### src/rtl/eff_addr_pkg.sv
package eff_addr_pkg;
  localparam int ADDR_W  = 32;
  localparam int DISP_W  = 16;
  localparam int SCL_W   = 2;

  typedef enum logic [1:0] {
    MODE_ABS         = 2'b00,
    MODE_REG         = 2'b01,
    MODE_REG_OFS     = 2'b10,
    MODE_REG_OFS_IDX = 2'b11
  } ea_mode_e;
endpackage

### src/rtl/eff_addr_sext.sv
module eff_addr_sext #(
  parameter int DISP_W = 16,
  parameter int ADDR_W = 32
) (
  input  logic [DISP_W-1:0] disp_i,
  output logic [ADDR_W-1:0] sdisp_o
);
  localparam int EXT_W = ADDR_W - DISP_W;

  generate
    if (EXT_W > 0) begin : g_ext
      assign sdisp_o = {{EXT_W{disp_i[DISP_W-1]}}, disp_i};
    end else begin : g_trunc
      assign sdisp_o = disp_i[ADDR_W-1:0];
    end
  endgenerate
endmodule

### src/rtl/eff_addr_scale.sv
module eff_addr_scale #(
  parameter int ADDR_W = 32,
  parameter int SCL_W  = 2
) (
  input  logic [ADDR_W-1:0] idx_i,
  input  logic [SCL_W-1:0]  scl_i,
  output logic [ADDR_W-1:0] scaled_o
);
  localparam int NUM_SCL = 1 << SCL_W;

  logic [ADDR_W-1:0] cand [NUM_SCL];

  // one pre-shifted copy per scale factor, then a single mux level
  for (genvar g = 0; g < NUM_SCL; g++) begin : g_shift
    assign cand[g] = idx_i << g;
  end

  assign scaled_o = cand[scl_i];
endmodule

### src/rtl/eff_addr_opsel.sv
module eff_addr_opsel
  import eff_addr_pkg::*;
#(
  parameter int ADDR_W = 32
) (
  input  ea_mode_e          mode_i,
  input  logic [ADDR_W-1:0] sdisp_i,
  input  logic [ADDR_W-1:0] base_i,
  input  logic [ADDR_W-1:0] scaled_i,
  output logic [ADDR_W-1:0] op_disp_o,
  output logic [ADDR_W-1:0] op_base_o,
  output logic [ADDR_W-1:0] op_idx_o
);
  // unused terms are forced to zero so one 3-input adder serves all modes
  always_comb begin
    op_disp_o = '0;
    op_base_o = '0;
    op_idx_o  = '0;
    unique case (mode_i)
      MODE_ABS: begin
        op_disp_o = sdisp_i;
      end
      MODE_REG: begin
        op_base_o = base_i;
      end
      MODE_REG_OFS: begin
        op_disp_o = sdisp_i;
        op_base_o = base_i;
      end
      MODE_REG_OFS_IDX: begin
        op_disp_o = sdisp_i;
        op_base_o = base_i;
        op_idx_o  = scaled_i;
      end
      default: ;
    endcase
  end
endmodule

### src/rtl/eff_addr_gen.sv
module eff_addr_gen
  import eff_addr_pkg::*;
#(
  parameter int AW = ADDR_W,
  parameter int DW = DISP_W,
  parameter int SW = SCL_W
) (
  input  logic          clk_i,
  input  logic          rst_ni,
  input  logic          req_i,
  input  logic [1:0]    mode_i,
  input  logic [DW-1:0] disp_i,
  input  logic [AW-1:0] base_i,
  input  logic [AW-1:0] index_i,
  input  logic [SW-1:0] scale_i,
  output logic [AW-1:0] addr_o,
  output logic          valid_o
);
  localparam int EXT_W = AW - DW;

  logic [AW-1:0] sdisp;
  logic [AW-1:0] scaled;
  logic [AW-1:0] op_disp, op_base, op_idx;
  logic [AW-1:0] ea_sum;
  ea_mode_e      mode;

  assign mode = ea_mode_e'(mode_i);

  eff_addr_sext #(.DISP_W(DW), .ADDR_W(AW)) u_sext (
    .disp_i  (disp_i),
    .sdisp_o (sdisp)
  );

  eff_addr_scale #(.ADDR_W(AW), .SCL_W(SW)) u_scale (
    .idx_i    (index_i),
    .scl_i    (scale_i),
    .scaled_o (scaled)
  );

  eff_addr_opsel #(.ADDR_W(AW)) u_opsel (
    .mode_i    (mode),
    .sdisp_i   (sdisp),
    .base_i    (base_i),
    .scaled_i  (scaled),
    .op_disp_o (op_disp),
    .op_base_o (op_base),
    .op_idx_o  (op_idx)
  );

  // modulo 2^AW, carry out discarded
  assign ea_sum = op_base + op_disp + op_idx;

  always_ff @(posedge clk_i or negedge rst_ni) begin
    if (!rst_ni) begin
      addr_o  <= '0;
      valid_o <= 1'b0;
    end else begin
      valid_o <= req_i;
      if (req_i) addr_o <= ea_sum;
    end
  end


  always_ff @(posedge clk_i) begin
    if (!rst_ni) begin
      p_reset_clear_r1: assert (addr_o == '0 && !valid_o)
        else $error("R1: outputs not cleared in reset");
    end
  end

  p_valid_set_r2: assert property (@(posedge clk_i) disable iff (!rst_ni)
    req_i |=> valid_o);

  p_valid_clr_r2: assert property (@(posedge clk_i) disable iff (!rst_ni)
    !req_i |=> !valid_o);

  p_hold_r3: assert property (@(posedge clk_i) disable iff (!rst_ni)
    !req_i |=> $stable(addr_o));

  p_abs_r4: assert property (@(posedge clk_i) disable iff (!rst_ni)
    (req_i && mode_i == 2'b00) |=>
      (addr_o[DW-1:0] == $past(disp_i) &&
       addr_o[AW-1:DW] == {EXT_W{$past(disp_i[DW-1])}}));

  p_reg_r5: assert property (@(posedge clk_i) disable iff (!rst_ni)
    (req_i && mode_i == 2'b01) |=> addr_o == $past(base_i));

  p_ofs_r6: assert property (@(posedge clk_i) disable iff (!rst_ni)
    (req_i && mode_i == 2'b10) |=>
      (addr_o - $past(base_i)) == {{EXT_W{$past(disp_i[DW-1])}}, $past(disp_i)});

  p_unit_scale_r7: assert property (@(posedge clk_i) disable iff (!rst_ni)
    (req_i && mode_i == 2'b11 && scale_i == '0) |=>
      (addr_o - $past(base_i) - $past(index_i)) ==
        {{EXT_W{$past(disp_i[DW-1])}}, $past(disp_i)});
endmodule

### config.mk
export PLATFORM = sky130hd
export DESIGN_NAME = eff_addr_gen
export DESIGN_NICKNAME = d
export VERILOG_FILES = /design/src/rtl/eff_addr_pkg.sv /design/src/rtl/eff_addr_sext.sv /design/src/rtl/eff_addr_scale.sv /design/src/rtl/eff_addr_opsel.sv /design/src/rtl/eff_addr_gen.sv
export SDC_FILE = /design/constraint.sdc
export NUM_CORES = 1
export LEC_CHECK = 0
export BUFFER_PORTS_ARGS = -buffer_cell sky130_fd_sc_hd__buf_4
export CAP_MARGIN = 5
export CORE_ASPECT_RATIO = 1.2
export CORE_MARGIN = 10
export CORE_UTILIZATION = 40
export CTS_CLUSTER_DIAMETER = 40
export DETAILED_ROUTE_END_ITERATION = 10
export PLACE_DENSITY = 0.62
export REMOVE_ABC_BUFFERS = 1
export SYNTH_ARGS = -nofsm -noshare
export SYNTH_HDL_FRONTEND = slang
export SYNTH_HIERARCHICAL = 1
export SYNTH_SLANG_ARGS = --single-unit
### constraint.sdc
create_clock -name clk_i -period 1.05 [get_ports clk_i]
set_clock_uncertainty 0.2 [all_clocks]
set_input_delay 0.0525 -clock clk_i [delete_from_list [all_inputs] [get_ports clk_i]]
set_output_delay 0.0525 -clock clk_i [all_outputs]
set_load 0.01 [all_outputs]
# Word level (Yosys, flattened, before mapping)
# Cells that the tools add are included.
# op_classes
n_addsub,2
order_cmp,1
eq_ne,3
n_mux,6
n_bitwise,1
reduce_logical,3
# op_table
op,count
two-way mux 32 bit,5
adder 32 bit,2
binary-select mux 32 bit (select 2 bit),1
OR reduction 3 bit,2
"equality test 2 bit, second input constant",2
">= comparator 3 bit, second input constant",1
NOT 2 -> 3 bit,1
"equality test 2 x 1 -> 1 bit, second input constant",1
logical NOT 2 bit,1
# word_totals
ff_bits,33
in_bits,87
out_inout_bits,33
elab_cells,18

# Depth between registers and ports, before layout
# Gate-level depths: netlist of the first run.
# depth
word_depth,6
ltp_mapped,17
ltp_nobuf,15

# Hierarchy
# Netlist of the first run, hierarchy kept.
# by_module_without_submodules
mod,n_inst,cells_per_inst,area_per_inst_um2,seq_area_each_um2
eff_addr_gen,1,353,3513.4,825.8
eff_addr_scale,1,71,704.4,0.0
eff_addr_opsel,1,110,663.1,0.0
eff_addr_sext,1,32,240.2,0.0

# Worst setup path before layout of the first run
# Ideal clock, no wire load.
# synth_path
kind,input port to flip-flop
startpoint,input scale_i[1]
endpoint,register addr_o[24]
setup_time_ns,0.125
t_arrival_ns,3.328
required_time_ns,0.725
path_slack_ns,-2.603
path_stages,15
path_buffers,2
cell_sequence,buf_6 buf_8 mux2i_1 mux2i_1 and3_1 fa_1 ha_1 and4_4 and2_4 a2111oi_4 o41ai_4 a211oi_4 o21bai_1 xor2_1 mux2_4
# synth_between
elab_chain_cells,6
# synth_lines
item,line,source
from (decl),eff_addr_gen.sv:15,"input logic [SW-1:0] scale_i,"
NOT 2 -> 3 bit (not written as such),eff_addr_scale.sv:18,assign scaled_o = cand[scl_i];
binary-select mux 32 bit (select 2 bit),eff_addr_scale.sv:18,
two-way mux 32 bit (not written as such) (2 in series),eff_addr_scale.sv:18,
net scaled[9],eff_addr_gen.sv:22,logic [AW-1:0] scaled;
two-way mux 32 bit,eff_addr_opsel.sv:19,unique case (mode_i)
net op_idx[9],eff_addr_gen.sv:23,"logic [AW-1:0] op_disp, op_base, op_idx;"
adder 32 bit,eff_addr_gen.sv:51,assign ea_sum = op_base + op_disp + op_idx;
to (signal assigned),eff_addr_gen.sv:59,if (req_i) addr_o <= ea_sum;
to (decl),eff_addr_gen.sv:16,"output logic [AW-1:0] addr_o,"
# The timed path passes the listed nets, and every way through them passes these cells. The select of a mux whose other input is x is not followed.
# A chain may end at the register's enable or synchronous reset.

# Final worst setup path of the first run
# layout_path
startpoint,input scale_i[1]
endpoint,register addr_o[28]
# Same word-level chain as after synthesis.

==> impl_metrics.tcl, run 1 <==
set metrics [dict create \
    maxCapViolCount 0 \
    drv_slew 0 \
    fmax_ghz 0.296 \
    internal_power_mw 7.02 \
    drt-total-wl_um 16800 \
    crit_family "compound AO/OA/AOI/OAI gates" \
    holdPathStages 3 \
    worstMarginPinSlew_ps 448 \
    grt_max_degree 34 \
    die_y_um 144 \
    drc 0 \
    min_period_ps 3370 \
    crit_arrival_ps 3340 \
    ir_drop_uv 925 \
    p_sw_mw 4.21 \
    hold_start "req_i" \
    synth.avg_cell_area_um2 9.05 \
    hp-class "input pin to flop" \
    worst_setup_path_end_kind "flop" \
    timing.final.ws_setup_ps -2320 \
    hpwl_um 12900 \
    coreArea_um2 12600 \
    via_count 4921 \
    slew_headroom_pct 70.0 \
    ff2ff_setup_slack_ps -60 \
    syn_inst 566 \
    cts_tree "built" \
    comb_power_share_pct 67.8 \
    min_to "addr_o[25]" \
    io_buffers 119 \
    cellLeakagePower_nw 3.98 \
    cts.sinks 33 \
    crit_buf_inv 2 \
    p_seq_share_pct 19.7 \
    yosys_warnings 6 \
    drive_gt1_share_pct 52.2 \
    rsz0062_at_grt "yes" \
    ant_nets 0 \
    hold_violations 0 \
    viasPerCell 5.21 \
    cp_common_cell "a21o_1" \
    root_buffer "clkbuf_16" \
    synth-seq-cells 33 \
    track_usage_pct 18.2 \
    synth-async-reset-ratio_pct 100 \
    path_clk_slew_ps 60 \
    htreeDepth 2 \
    nets 928 \
    reg2reg_from "addr_o[29]" \
    worst_r2r_endpoint "addr_o[29]" \
    p_per_area_nw_per_um2 1370 \
    tns_ps -59860 \
    grt_pass1_vias 5435 \
    die_x_um 123 \
    finalSetupViolCount 47 \
    drt_iter0_drc 169 \
    ys.flop_type "dfrtp_1" \
    p_sw_share_pct 37.5 \
    crit_required_ps 1020 \
    slowest_delay_ps 450 \
    worstRegToRegCells 3 \
    synth_edf_count 0 \
    cts_made_buffers 5 \
    firstDrtPassIters 6 \
    placement_rows 45 \
    worstSetupPathType "input pin to flop" \
    synthDistinctLibCells 57 \
    die-area_um2 17700 \
    start_util_pct 40.6 \
    nFillCells 1059 \
    clockBufferDepth 2 \
    antenna_found_initial 0 \
    cp-start-kind "input pin" \
    fin_crit_sh_pct 321 \
    area_delta_synth_final_pct 60.5 \
    antenna_cells 0 \
    p_clk_share_pct 12.5 \
    ioPinCount 120 \
    clock_latency_ps 280 \
    outcome "finished with violations" \
    crit_chain "buf_16, buf_6, mux2i_2, mux2i_1, and3_1, fa_1, ha_1, a21o_1, a21o_1, a21oi_2, o41ai_4, a211oi_4, o31ai_4, xor2_1, mux2_4" \
    pre_cts_slack_ps -2850 \
    yosysSeqAreaShare_pct 16.1 \
    gp_congestion 0.891 \
    violations "setup timing" \
    routedWlPerCell_um 17.8 \
    synth_area_um2 5120 \
    crit_fanout 8 \
    whs_ps 36.8 \
    grt_pass1_wl_um 26100 \
    cp_slowest_cell "fa_1" \
    grt_overflow_total 0 \
]
## Yosys cell counts, drive strengths merged (15+ instances only)
cell type | n | area (µm²)
a21oi | 33 | 169
and2 | 35 | 224
and3 | 35 | 219
buf | 49 | 360
clkbuf | 15 | 56.3
dfrtp | 33 | 826
fa | 32 | 641
ha | 30 | 375
mux2 | 22 | 251
mux2i | 59 | 591
nand2 | 29 | 109
nor2 | 25 | 93.8
nor2b | 35 | 219
o21ai | 21 | 105
xnor2 | 15 | 131
## flip-flops by register name (all words and copies together) (netlist names)
name	flops
valid_o	1
addr_o	32
## power groups by stage
stage	clock network [mW]	logic (mW)	registers [mW]
after floorplan	0	2.69	2.30
after global placement	0	5.76	2.10
after detailed placement	0	5.83	2.12
after CTS	1.41	7.04	2.20
after global routing	1.51	8.21	2.28
final	1.41	7.61	2.21
## worst max path at each step
stage	start	to	slack (ps)	cells after the start
floorplan	mode_i[0]	addr_o[24]	-3100	12
global placement	scale_i[1]	addr_o[28]	-2800	15
detailed placement	scale_i[1]	addr_o[28]	-2850	15
CTS	scale_i[1]	addr_o[28]	-2240	14
global route	scale_i[1]	addr_o[28]	-2420	14
finish	scale_i[1]	addr_o[28]	-2320	15
## tightest hold or removal path, delay by kind of cell
family                 cells  cell delay [ps]
buffers and inverters      2              280
AO/OA/AOI/OAI              1              120
## metrics by stage
stage | cells | total power [mW] | area, µm² | util (%)
final | 944 | 11.2 | 8220 | 65.2
after global routing | 944 | 12.0 | 8220 | 65.2
after CTS | 937 | 10.6 | 7740 | 61.4
after detailed placement | 897 | 7.95 | 6700 | 53.1
after global placement | 897 | 7.86 | 6700 | 53.1
after floorplan | 502 | 4.99 | 4700 | -
## repair_timing
action / CTS / global route
hold endpoints to repair: 34 / 0
buffers inserted: 33 / 15
cloned: 2 / 0
hold buffers: 2 / 0
pin swaps: 71 / 47
resized for setup: 139 / 91
setup endpoints to repair: 60 / 65
## placed cells by master, fill, tap and decap left out, types with 13 or more instances in the layout
cell,synthesis,routed
a21o_1,13,13
a21oi_1,32,18
and2_1,33,32
and3_1,35,32
buf_4,34,196
buf_6,2,61
dfrtp_1,33,33
fa_1,32,26
ha_1,30,15
ha_4,0,14
mux2_4,1,18
mux2i_1,59,45
nand2_1,29,26
nor2_1,25,19
nor2b_1,35,33
## layout make-up
| class | count | area [µm²] | share of cell area (%) |
|---|---|---|---|
| inverters | 10 | 37.5 | 0.457 |
| flip-flops and latches | 33 | 826 | 10.0 |
| well taps | 164 | 205 | 2.50 |
| clock buffers | 6 | 129 | 1.57 |
| multi-input cells | 459 | 4610 | 56.1 |
| repair buffers | 270 | 2400 | 29.2 |
| clock inverters | 2 | 10.0 | 0.122 |
## per-layer routing
layer  up-vias  routed length, µm  track usage, %
met5         -                  0               0
met4         0                398            3.62
met3        25                795            3.45
met2       120               9350            36.4
met1      2395               6270            18.8
li1       2381                  -               -
## logic make-up (layout without fill, tap and decap cells)
kind of cell	after synthesis	after routing	share of synthesized area, %
buffers and inverters	74	288	8.87
and+or+nand+nor	190	190	20.6
AOI/OAI and AO/OA	99	99	13.2
adders and majority gates	62	62	19.8
muxes	82	82	16.9
xor gates and xnor gates	26	26	4.45
DFF	33	33	16.1
(Power assumes the default switching activity.)
==> inputs of run 2 (changes only) <==
--- a/config.mk
+++ b/config.mk
@@ -9,11 +9,12 @@
 export CAP_MARGIN = 5
 export CORE_ASPECT_RATIO = 1.2
 export CORE_MARGIN = 10
-export CORE_UTILIZATION = 40
+export CORE_UTILIZATION = 30
 export CTS_CLUSTER_DIAMETER = 40
 export DETAILED_ROUTE_END_ITERATION = 10
-export PLACE_DENSITY = 0.62
+export PLACE_DENSITY = 0.48
 export REMOVE_ABC_BUFFERS = 1
+export SETUP_SLACK_MARGIN = 0.5
 export SYNTH_ARGS = -nofsm -noshare
 export SYNTH_HDL_FRONTEND = slang
 export SYNTH_HIERARCHICAL = 1
==> impl_metrics.tcl, run 2 (synthesis results as in run 1) <==
set metrics [dict create \
    tns_ps -56870 \
    root_buffer "clkbuf_16" \
    viasPerCell 4.90 \
    ioPinCount 120 \
    nets 913 \
    grt_max_degree 34 \
    clock_latency_ps 270 \
    crit_chain "buf_16, mux2i_4, o21ai_2, and3_4, fa_1, ha_4, a211oi_4, nor2_4, a2111oi_4, o41ai_4, a211oi_4, o31ai_2, xor2_1, mux2_2" \
    hp-class "input pin to async pin" \
    fin_crit_sh_pct 308 \
    routedWlPerCell_um 17.0 \
    clockBufferDepth 2 \
    cts.sinks 33 \
    worst_setup_path_end_kind "flop" \
    violations "hold timing, setup timing" \
    drc 0 \
    min_period_ps 3240 \
    track_usage_pct 14.5 \
    worstMarginPinSlew_ps 454 \
    drt_iter0_drc 115 \
    outcome "finished with violations" \
    grt_pass1_wl_um 27400 \
    dp_cells 960 \
    start_util_pct 30.4 \
    cp_slowest_cell "fa_1" \
    grt_pass1_vias 5480 \
    slowest_delay_ps 540 \
    path_clk_slew_ps 50 \
    drv_slew 0 \
    crit_buf_inv 1 \
    placement_rows 52 \
    grt_overflow_total 0 \
    fmax_ghz 0.309 \
    area_delta_synth_final_pct 57.8 \
    ff2ff_setup_slack_ps -30 \
    largestRegisters "addr_o x32, valid_o x1" \
    hpwl_um 13800 \
    die_x_um 139 \
    die_y_um 163 \
    postPlaceCellArea_um2 6820 \
    largest-register "addr_o" \
    antenna_found_initial 0 \
    antenna_cells 0 \
    via_count 4804 \
    hold_violations 35 \
    slew_headroom_pct 69.4 \
    drive_gt1_share_pct 50.3 \
    largest_reg_flops 32 \
    instances_no_fill 981 \
    whs_ps -476 \
    rsz0062_at_grt "yes" \
    worstSetupPathType "input pin to flop" \
    mostFrequentLayoutCells "buf_4, buf_6, mux2i_1" \
    fin_area_um2 8080 \
    crit_fanout 5 \
    htreeDepth 2 \
    cellLeakagePower_nw 3.86 \
    cts_made_buffers 5 \
    coreArea_um2 16900 \
    drt-total-wl_um 16700 \
    final_common_cell "buf_4" \
    p_per_area_nw_per_um2 1370 \
    firstDrtPassIters 4 \
    cts_tree "built" \
    timing.final.ws_setup_ps -2190 \
    ant_nets 0 \
    cp-start-kind "input pin" \
    crit_required_ps 1010 \
    cp_common_cell "a211oi_4" \
    ir_drop_uv 745 \
    crit_arrival_ps 3200 \
    die-area_um2 22700 \
    crit_family "compound AO/OA/AOI/OAI gates" \
    gp_congestion 0.893 \
    finalSetupViolCount 46 \
    maxCapViolCount 0 \
    io_buffers 119 \
]
==> run 2: changes by cell type in the layout (fill, tap and decap cells not counted), sizes merged <==
cell / delta
dlygate4sd3: -2
clkbuf: +1
buf: -13
clkinv: -1
==> run 2: final cells by class <==
cell class                      count  area, µm²
Fill cell                        1625       8770
Multi-Input combinational cell    459       4560
Timing Repair Buffer              255       2230
Sequential cell                    33        826
Tap cell                          216        270
Clock buffer                        7        153
Inverter                           10       37.5
Clock inverter                      1       5.00
==> run 2: stage by stage <==
| step | util [%] | hold WS [ps] | total power, mW | worst slack, ps |
|---|---|---|---|---|
| floorplan | - | -443 | 4.99 | -3100 |
| global placement | 40.5 | -167 | 8.02 | -2720 |
| detailed placement | 40.5 | -158 | 8.08 | -2810 |
| CTS | 45.1 | -455 | 10.6 | -2180 |
| global route | 48.0 | -437 | 11.9 | -2320 |
| finish | 48.0 | -476 | 11.1 | -2190 |
==> run 2: what timing repair did <==
item                                   4_1_cts  5_1_grt
endpoints found under the hold margin       35       35
pin swaps                                   35       29
setup endpoints to repair                   65       65
cloned                                       2        0
gates resized for setup                    111       84
setup buffers                                8        3
==> run 2: per-layer routing <==
| metal | vias up | track usage (%) | routed length, µm |
|---|---|---|---|
| met3 | 7 | 3.25 | 824 |
| met1 | 2336 | 15.8 | 6550 |
| li1 | 2355 | - | - |
| met5 | - | 0 | 0 |
| met4 | 0 | 2.23 | 93 |
| met2 | 106 | 28.1 | 9210 |
==> run 2: final timing paths <==
check                            from         end  cells after the start
hold / removal                 rst_ni   addr_o[1]                      1
hold reg to reg            addr_o[12]  addr_o[12]                      1
setup / recovery           scale_i[1]  addr_o[28]                     14
min in group clk_i              req_i     valid_o                      2
setup reg to reg           addr_o[29]  addr_o[29]                      3
max in group asynchronous      rst_ni  addr_o[16]                      1
==> run 2: where the power goes <==
part           switching (mW)  total (mW)  internal (mW)
Combinational            3.14        7.32           4.18
Sequential              0.409        2.20           1.79
Clock                   0.540        1.54           1.00
